### config.mk
export PLATFORM = sky130hd
export DESIGN_NAME = shadow_route
export DESIGN_NICKNAME = d
export VERILOG_FILES = /design/src/rtl/shr_pkg.sv /design/src/rtl/shr_attr_regs.sv /design/src/rtl/shr_seg_decode.sv /design/src/rtl/shr_route_sel.sv /design/src/rtl/shadow_route.sv
export SDC_FILE = /design/constraint.sdc
export NUM_CORES = 1
export LEC_CHECK = 0
export BUFFER_PORTS_ARGS = -buffer_cell sky130_fd_sc_hd__buf_2
export CAP_MARGIN = 15
export CORE_UTILIZATION = 39
export DETAILED_ROUTE_END_ITERATION = 7
export GPL_ROUTABILITY_DRIVEN = 0
export GPL_TIMING_DRIVEN = 0
export HOLD_SLACK_MARGIN = 0.03
export SLEW_MARGIN = 20
export SYNTH_ARGS = -nofsm -noshare
export SYNTH_HDL_FRONTEND = slang
export SYNTH_HIERARCHICAL = 1
export SYNTH_SLANG_ARGS = --single-unit
### constraint.sdc
create_clock -name clk -period 4.13 [get_ports clk]
set_input_delay 0.413 -clock clk [delete_from_list [all_inputs] [get_ports clk]]
set_output_delay 0.413 -clock clk [all_outputs]
set_load 0.02 [all_outputs]
### src/rtl/shr_pkg.sv
package shr_pkg;

    localparam int ATTR_REGS   = 7;
    localparam int ATTR_FIELDS = 2 * ATTR_REGS;
    localparam int FIELD_W     = 4;
    localparam int IDX_W       = $clog2(ATTR_FIELDS);
    localparam logic [7:0] ATTR_BASE = 8'h59;

    // bit positions inside one attribute nibble
    localparam int RD_BIT = 0;
    localparam int WR_BIT = 1;

    // field that owns the 64 KB top segment, and the first 16 KB one
    localparam logic [IDX_W-1:0] TOP_FIELD   = IDX_W'(1);
    localparam logic [IDX_W-1:0] FIRST_SMALL = IDX_W'(2);

    typedef struct packed {
        logic             hit;
        logic [IDX_W-1:0] idx;
    } seg_sel_t;

    typedef enum logic [1:0] {
        TGT_NONE = 2'd0,
        TGT_DRAM = 2'd1,
        TGT_ROM  = 2'd2
    } target_e;

    // offset of a configuration byte relative to the attribute block
    function automatic logic attr_in_range(input logic [7:0] off);
        return (off >= ATTR_BASE) && (off < ATTR_BASE + 8'(ATTR_REGS));
    endfunction

    // decode address bits [19:14] (upper bits already known zero)
    function automatic seg_sel_t seg_of(input logic [5:0] a19_14);
        seg_sel_t s;
        s.hit = (a19_14[5:4] == 2'b11);
        if (a19_14[3:2] == 2'b11) begin
            s.idx = TOP_FIELD;
        end else begin
            s.idx = FIRST_SMALL + IDX_W'(a19_14[3:0]);
        end
        return s;
    endfunction

endpackage

### src/rtl/shr_attr_regs.sv
module shr_attr_regs
    import shr_pkg::*;
#(
    parameter int         NREGS = ATTR_REGS,
    parameter logic [7:0] BASE  = ATTR_BASE
) (
    input  logic                  clk,
    input  logic                  rst,
    input  logic                  wr,
    input  logic [7:0]            addr,
    input  logic [7:0]            wdata,
    output logic [7:0]            rdata,
    output logic [NREGS-1:0][7:0] regs_q
);

    localparam int OFF_W = (NREGS > 1) ? $clog2(NREGS) : 1;

    logic [7:0]       rel;
    logic             in_rng;
    logic [OFF_W-1:0] rsel;

    assign rel    = addr - BASE;
    assign in_rng = (addr >= BASE) && (rel < 8'(NREGS));
    assign rsel   = rel[OFF_W-1:0];

    for (genvar k = 0; k < NREGS; k++) begin : g_reg
        logic hit;
        assign hit = wr && in_rng && (rel == 8'(k));
        always_ff @(posedge clk) begin
            if (rst) begin
                regs_q[k] <= 8'h00;
            end else if (hit) begin
                regs_q[k] <= wdata;
            end
        end
    end

    always_comb begin
        rdata = 8'h00;
        if (in_rng) begin
            rdata = regs_q[rsel];
        end
    end

endmodule

### src/rtl/shr_seg_decode.sv
module shr_seg_decode
    import shr_pkg::*;
#(
    parameter int ADDR_W = 32
) (
    input  logic [ADDR_W-1:14] addr_hi,
    output seg_sel_t           sel
);

    logic below_1m;
    seg_sel_t raw;

    if (ADDR_W > 20) begin : g_wide
        assign below_1m = (addr_hi[ADDR_W-1:20] == '0);
    end else begin : g_narrow
        assign below_1m = 1'b1;
    end

    assign raw = seg_of(addr_hi[19:14]);

    always_comb begin
        sel     = raw;
        sel.hit = raw.hit && below_1m;
    end

endmodule

### src/rtl/shr_route_sel.sv
module shr_route_sel
    import shr_pkg::*;
#(
    parameter int NFIELDS = ATTR_FIELDS
) (
    input  logic [NFIELDS-1:0] rd_en,
    input  logic [NFIELDS-1:0] wr_en,
    input  seg_sel_t           sel,
    input  logic               valid,
    input  logic               write,
    input  logic [7:0]         dram_rdata,
    input  logic [7:0]         rom_rdata,
    output target_e            tgt,
    output logic [7:0]         rdata
);

    logic en_bit;

    always_comb begin
        en_bit = write ? wr_en[sel.idx] : rd_en[sel.idx];
        if (!valid) begin
            tgt = TGT_NONE;
        end else if (!sel.hit || en_bit) begin
            tgt = TGT_DRAM;
        end else begin
            tgt = TGT_ROM;
        end
    end

    always_comb begin
        rdata = 8'h00;
        if (valid && !write) begin
            rdata = (tgt == TGT_DRAM) ? dram_rdata : rom_rdata;
        end
    end

endmodule

### src/rtl/shadow_route.sv
module shadow_route
    import shr_pkg::*;
#(
    parameter int         ADDR_W   = 32,
    parameter logic [7:0] REG_BASE = ATTR_BASE
) (
    input  logic              clk,
    input  logic              rst,
    input  logic              cfg_wr,
    input  logic [7:0]        cfg_addr,
    input  logic [7:0]        cfg_wdata,
    output logic [7:0]        cfg_rdata,
    input  logic              acc_valid,
    input  logic              acc_write,
    input  logic [ADDR_W-1:0] acc_addr,
    input  logic [7:0]        dram_rdata,
    input  logic [7:0]        rom_rdata,
    output logic              route_dram,
    output logic              route_rom,
    output logic [7:0]        acc_rdata
);

    logic [ATTR_REGS-1:0][7:0] attr_q;
    logic [ATTR_FIELDS-1:0]    rd_en;
    logic [ATTR_FIELDS-1:0]    wr_en;
    seg_sel_t                  sel;
    target_e                   tgt;

    shr_attr_regs #(.NREGS(ATTR_REGS), .BASE(REG_BASE)) u_regs (
        .clk    (clk),
        .rst    (rst),
        .wr     (cfg_wr),
        .addr   (cfg_addr),
        .wdata  (cfg_wdata),
        .rdata  (cfg_rdata),
        .regs_q (attr_q)
    );

    // unpack nibbles: even field low half, odd field high half
    for (genvar f = 0; f < ATTR_FIELDS; f++) begin : g_field
        logic [FIELD_W-1:0] nib;
        assign nib      = attr_q[f/2][(f%2)*FIELD_W +: FIELD_W];
        assign rd_en[f] = nib[RD_BIT];
        assign wr_en[f] = nib[WR_BIT];
    end

    shr_seg_decode #(.ADDR_W(ADDR_W)) u_dec (
        .addr_hi (acc_addr[ADDR_W-1:14]),
        .sel     (sel)
    );

    shr_route_sel #(.NFIELDS(ATTR_FIELDS)) u_sel (
        .rd_en      (rd_en),
        .wr_en      (wr_en),
        .sel        (sel),
        .valid      (acc_valid),
        .write      (acc_write),
        .dram_rdata (dram_rdata),
        .rom_rdata  (rom_rdata),
        .tgt        (tgt),
        .rdata      (acc_rdata)
    );

    assign route_dram = (tgt == TGT_DRAM);
    assign route_rom  = (tgt == TGT_ROM);

endmodule

==> results of run 1 <==
==> logic make-up after synthesis <==
kind of cell	after synthesis	share of synthesized area [%]
XOR/XNOR	3	0.760
flip-flops	56	32.4
AO/OA/AOI/OAI	20	4.81
adder cells (fa/ha/maj)	6	2.17
AND/OR/NAND/NOR	135	24.3
multiplexers	94	31.5
buffers and inverters	27	4.02
==> report_power, final <==
group	internal (mW)	switching [mW]
Combinational	0.0687	0.0957
Sequential	0.540	0.000405
Clock	0.137	0.183
==> worst paths after layout <==
check | start | endpoint | slack [ns]
worst min-delay path | u_regs/regs_q[39] | u_regs/regs_q[39] | 0.48
worst max register to register | u_regs/regs_q[1] | u_regs/regs_q[1] | 3.48
worst min register to register | u_regs/regs_q[39] | u_regs/regs_q[39] | 0.48
worst max-delay path | cfg_addr[0] | cfg_rdata[3] | 0.53
==> cell usage after synthesis (2+ instances only) <==
cell type,instances
nand2_1,21
mux2i_1,74
clkbuf_1,13
nand2b_1,64
inv_1,5
a221oi_1,8
or4_1,2
dfxtp_1,56
ha_1,6
mux4_2,11
nand4_4,3
nor3_1,10
xor2_1,2
buf_2,3
nor2_1,10
mux2_2,9
nand3_1,2
nor2b_1,5
buf_6,4
or3_1,3
nand2_2,2
==> layout by cell type (no fill, tap or decap), types with 2 or more instances in the layout <==
master | netlist | layout
inv_1 | 5 | 5
buf_2 | 3 | 73
buf_6 | 4 | 4
ha_1 | 6 | 6
nand3_1 | 2 | 2
mux2_2 | 9 | 9
nand4_4 | 3 | 3
mux4_2 | 11 | 11
nor3_1 | 10 | 10
dfxtp_1 | 56 | 56
or3_1 | 3 | 3
clkbuf_1 | 13 | 13
xor2_1 | 2 | 2
nand2_2 | 2 | 2
nor2b_1 | 5 | 5
a221oi_1 | 8 | 8
nand2b_1 | 64 | 64
nor2_1 | 10 | 10
clkbuf_8 | 0 | 6
mux2i_1 | 74 | 74
or4_1 | 2 | 2
nand2_1 | 21 | 21
==> layout make-up <==
type,instances,area (um^2)
Buffer,21,116
Clock buffer,7,86.3
Clock inverter,1,7.51
Fill cell,817,4350
Inverter,5,18.8
Multi-Input combinational cell,258,2200
Sequential cell,56,1120
Tap cell,105,131
Timing Repair Buffer,70,350
==> repair_timing <==
action,CTS,global route
hold buffers,0,0
setup endpoints to repair,5,0
endpoints found under the hold margin,0,0
gates resized for setup,0,0
==> per-stage QoR <==
step	cells	total power, mW
after floorplan	341	0.656
after global routing	523	1.07
after detailed placement	516	0.719
after global placement	516	0.716
final	523	1.02
after CTS	523	1.03
==> per-layer routing <==
layer	routed length [um]	GRT usage [%]	vias up
met3	320	2.45	9
li1	-	-	1367
met2	4160	32.0	46
met1	4040	26.4	1337
met4	54	4.48	0
met5	0	0	-
==> worst max-delay path, cell delays in order <==
cell      delay (ns)
buf_2           0.11
buf_6           0.24
inv_1           0.14
ha_1            0.28
nor3b_1         0.17
or3b_2          0.44
a222oi_1        0.34
buf_4           0.27
nand2_1         0.22
nor3_1          0.33
buf_2           0.22
==> impl_results.md, run 1 <==
- Outcome: completed
- R2R cell count: 2
- DPL Wire Length: 6280 um
- Clock sinks: 56
- Register bit count reported by yosys: 56
- Main flop type after synthesis: dfxtp_1
- Clk slew on worst S/H paths: 0.10 ns
- Endpoints failing hold: 0
- Antenna Cells: 0
- Cell accounting for the most synthesized area: dfxtp_1
- Clock Skews: 0 ns
- Row cnt: 33
- Root buffer cell: clkbuf_8
- Worst hold margin: 0.477 ns
- CP arrival: 3.19 ns
- RSZ-0062 raised after global routing: false
- Min Tclk post-route: 3.60 ns
- Synth Warn #: 6
- Core Area: 8380 um^2
- Total die area: 9240 um^2
- Synth area leaders: dfxtp_1 (32%), mux2i_1 (21%), nand2b_1 (12%)
- Ys async rst share: 0%
- Top-area cell type share of the netlist area: 32.4%
- Area Growth Syn to Fin: 16.5%
- Vias in the first global route: 2,607
- Avg Cell Area, Syn: 10.1 um^2
- Slew Viols, Final: 0
- GRT overflow: 0
- Netlist cell types: 49
- Count of final setup violators: 0
- Power density over the cells: 254 nW/um^2
- CTS H-Tree Depth: 2
- TritonCTS clock tree: yes
- Port Buffer Count: 70
- Fin nets: 492
- Layout cells sized above 1: 27.8%
- CTS Buf Count: 5
- Top Registers: u_regs/regs_q (56)
- Register area share after synthesis: 32.4%
- Hold Path Depth: 2
- Fmax: 278 MHz
- Setup ws final: 0.531 ns
- Worst setup EP type: output port
- Max_slew headroom: 51.1%
- Mapped Area: 3460 um^2
- Startpoint Class: primary input
- Post-DRT Antenna Nets: 0
- Post-place setup slack: -0.0569 ns
- Max-Cap Viols: 0
- Post-synth EDFFs: 0
- Number of flip-flops in the largest register: 56
- Die height: 96.2 um
- Placed instance area: 3940 um^2
- Routed length per instance: 16.4 um
- DRT iter0 DRCs: 117
- Setup TNS: 0 ns
- Initial Util: 41.2%
- Total Wirelength: 8580 um
- Fin crit share: 87.1%
- Drt via density: 5.28
- Initial antenna violation count: 0
- Final Core Density: 48.1%
- CP required: 3.72 ns
- Hold Path Class: reg2reg
- Worst skew pair latency: 0.31 ns
- Number of detailed-routing iterations run before antenna repair: 4
- Most flop-heavy register: u_regs/regs_q
- Die width: 96.2 um
- Largest net degree at the start of global routing: 19
- Post-Syn Instances: 341
- Post-route cell area: 4030 um^2
- Post-synthesis net count: 416
- Total track usage: 19.2%
- Worst-case clock buffer depth: 2
- Routed via count: 2,759
- VDD IR max: 0.143 mV
- Drt drc: 0
- Worst-Margin Slew: 0.731 ns
- Critical path class: in2out
- First-pass GRT wire length: 13,400 um
- Max FO, Critical Path: 18
- Static Leak: 1.83 nW
- Post-CTS Setup Bufs: 0
- Num ports: 87
(Power assumes the default switching activity.)
==> run 2: changes to the inputs <==
clock period = 3.35 ns   (was 4.13 ns; I/O delays follow)
==> run 2 against run 1 <==
Compared with the run above:
- clock skew did not move
- cell count rose by 0.38%
- setup slack got worse by 0.37 ns
- routed wire length did not move
- clock power rose by 22%
- clock-buffer cell count did not move
- combinational power rose by 29%
- register-to-register slack got worse by 0.77 ns
- hold slack got worse by 0.013 ns
- die area did not move
- largest power group unchanged
==> impl_results.md, run 2 (synthesized netlist as in run 1, its figures left out) <==
- Total track usage: 19.4%
- Root buffer cell: clkbuf_8
- CP arrival: 2.85 ns
- GRT overflow: 0
- Clock Skews: 0 ns
- Worst-Margin Slew: 0.718 ns
- Port Buffer Count: 70
- Critical path class: in2out
- Most used cell, CP: buf_2
- Routed via count: 2,768
- Top Registers: u_regs/regs_q (56)
- Post-DRT Antenna Nets: 0
- Max_slew headroom: 51.9%
- CTS Buf Count: 5
- Outcome: completed
- Worst-case clock buffer depth: 2
- VDD IR max: 0.177 mV
- Layout cells sized above 1: 30.5%
- Flop-to-flop setup slack: 2.71 ns
- Commonest non-fill, non-tap cell in the layout: mux2i_1
- Startpoint Class: primary input
- Crit-path cells: buf_2, buf_6, clkbuf_8, inv_1, ha_2, nor3b_1, or3b_2, a222oi_1, buf_4, nand2_4, nor3_2, buf_2
- Clk slew on worst S/H paths: 0.10 ns
- Hold Path Class: in2reg
- RSZ-0062 raised after global routing: false
- Initial antenna violation count: 0
- Final Core Density: 49.1%
- Start point of the critical path: cfg_addr[0]
- Antenna Cells: 0
- TritonCTS clock tree: yes
- Most frequent cells in the layout: mux2i_1 (74), buf_2 (72), nand2b_1 (64)
- DPL Wire Length: 6280 um
- Cts hold-fix bufs: 0
- Drt via density: 5.27
- Slowest cell delay on critical path: 0.44 ns
- Row cnt: 33
- Critical Path Slowest Stage Cell: or3b_2
- Num ports: 87
- Most flop-heavy register: u_regs/regs_q
- Max FO, Critical Path: 10
- Number of detailed-routing iterations run before antenna repair: 4
- Area Growth Syn to Fin: 19.0%
- Drt drc: 0
- Setup TNS: 0 ns
- Worst reg2reg path endpoint: u_regs/regs_q[1]
- Worst skew pair latency: 0.31 ns
- Number of flip-flops in the largest register: 56
- Reg2Reg Launch Point: u_regs/regs_q[1]
- Total Wirelength: 8580 um
- Routed length per instance: 16.3 um
- Count of final setup violators: 0
- Largest net degree at the start of global routing: 17
- Max-Cap Viols: 0
- Total die area: 9240 um^2
- Vias in the first global route: 2,623
- Total power draw: 1.27 mW
- Core Area: 8380 um^2
- Power density over the cells: 309 nW/um^2
- Fin crit share: 95.1%
- First-pass GRT wire length: 13,500 um
- CP required: 3.01 ns
- Static Leak: 1.87 nW
- DRT iter0 DRCs: 118
- Worst hold margin: 0.464 ns
- Die height: 96.2 um
- Initial Util: 41.2%
- Die width: 96.2 um
- CTS H-Tree Depth: 2
- R2R cell count: 2
- Clock sinks: 56
- Fmax: 314 MHz
- Slew Viols, Final: 0
- Worst setup EP type: output port
- Min Tclk post-route: 3.18 ns
- Fin nets: 494
- Endpoints failing hold: 0
- Worst setup path endpoint: cfg_rdata[5]
run 2: power breakdown:
part	internal (mW)	switching (mW)	leakage, nW
combinational	0.0887	0.124	1.37
clock	0.169	0.222	0.0445
sequential	0.666	0.000500	0.451
run 2: per-stage QoR:
stage,setup WS (ns),instance area (um^2),cells
after floorplan,-0.0450,3460,341
after global placement,-0.649,3940,516
after detailed placement,-0.681,3940,516
after CTS,0.0306,4060,525
after global routing,0.00285,4110,525
final,0.166,4110,525
run 2: critical path: cells and delay by family:
kind,cells,cell delay (ns)
and+or+nand+nor,4,0.92
AOI/OAI and AO/OA,1,0.36
buffers and inverters,6,0.97
adders and majority gates,1,0.23
run 2: routing by layer:
metal	vias to the layer above	track usage (%)	wire length (um)
li1	1373	-	-
met1	1345	26.6	4060
met2	44	32.4	4170
met3	6	2.45	310
met4	0	4.10	38
met5	-	0	0
run 2: cell type report:
type,instances,area [um^2]
plain buffers,22,131
well taps,105,131
clock inverters,1,7.51
repair buffers,71,360
fillers,811,4270
clock buffers,7,86.3
inverters,5,18.8
flip-flops and latches,56,1120
multi-input cells,258,2260
run 2: worst min-delay path by stage:
stage | cells past startpoint | end | from | slack [ns]
6_report | 3 | u_regs/regs_q[26] | cfg_wdata[2] | 0.46
4_1_cts | 3 | u_regs/regs_q[26] | cfg_wdata[2] | 0.46
3_5_place_dp | 2 | u_regs/regs_q[6] | u_regs/regs_q[6] | 0.46
2_1_floorplan | 2 | u_regs/regs_q[6] | u_regs/regs_q[6] | 0.45
5_1_grt | 2 | u_regs/regs_q[50] | u_regs/regs_q[50] | 0.50
3_3_place_gp | 2 | u_regs/regs_q[35] | u_regs/regs_q[35] | 0.46
run 2: what timing repair did:
action,4_1_cts,5_1_grt
setup endpoints to repair,8,10
resized for setup,6,12
setup buffers,1,0
pin swaps,0,1
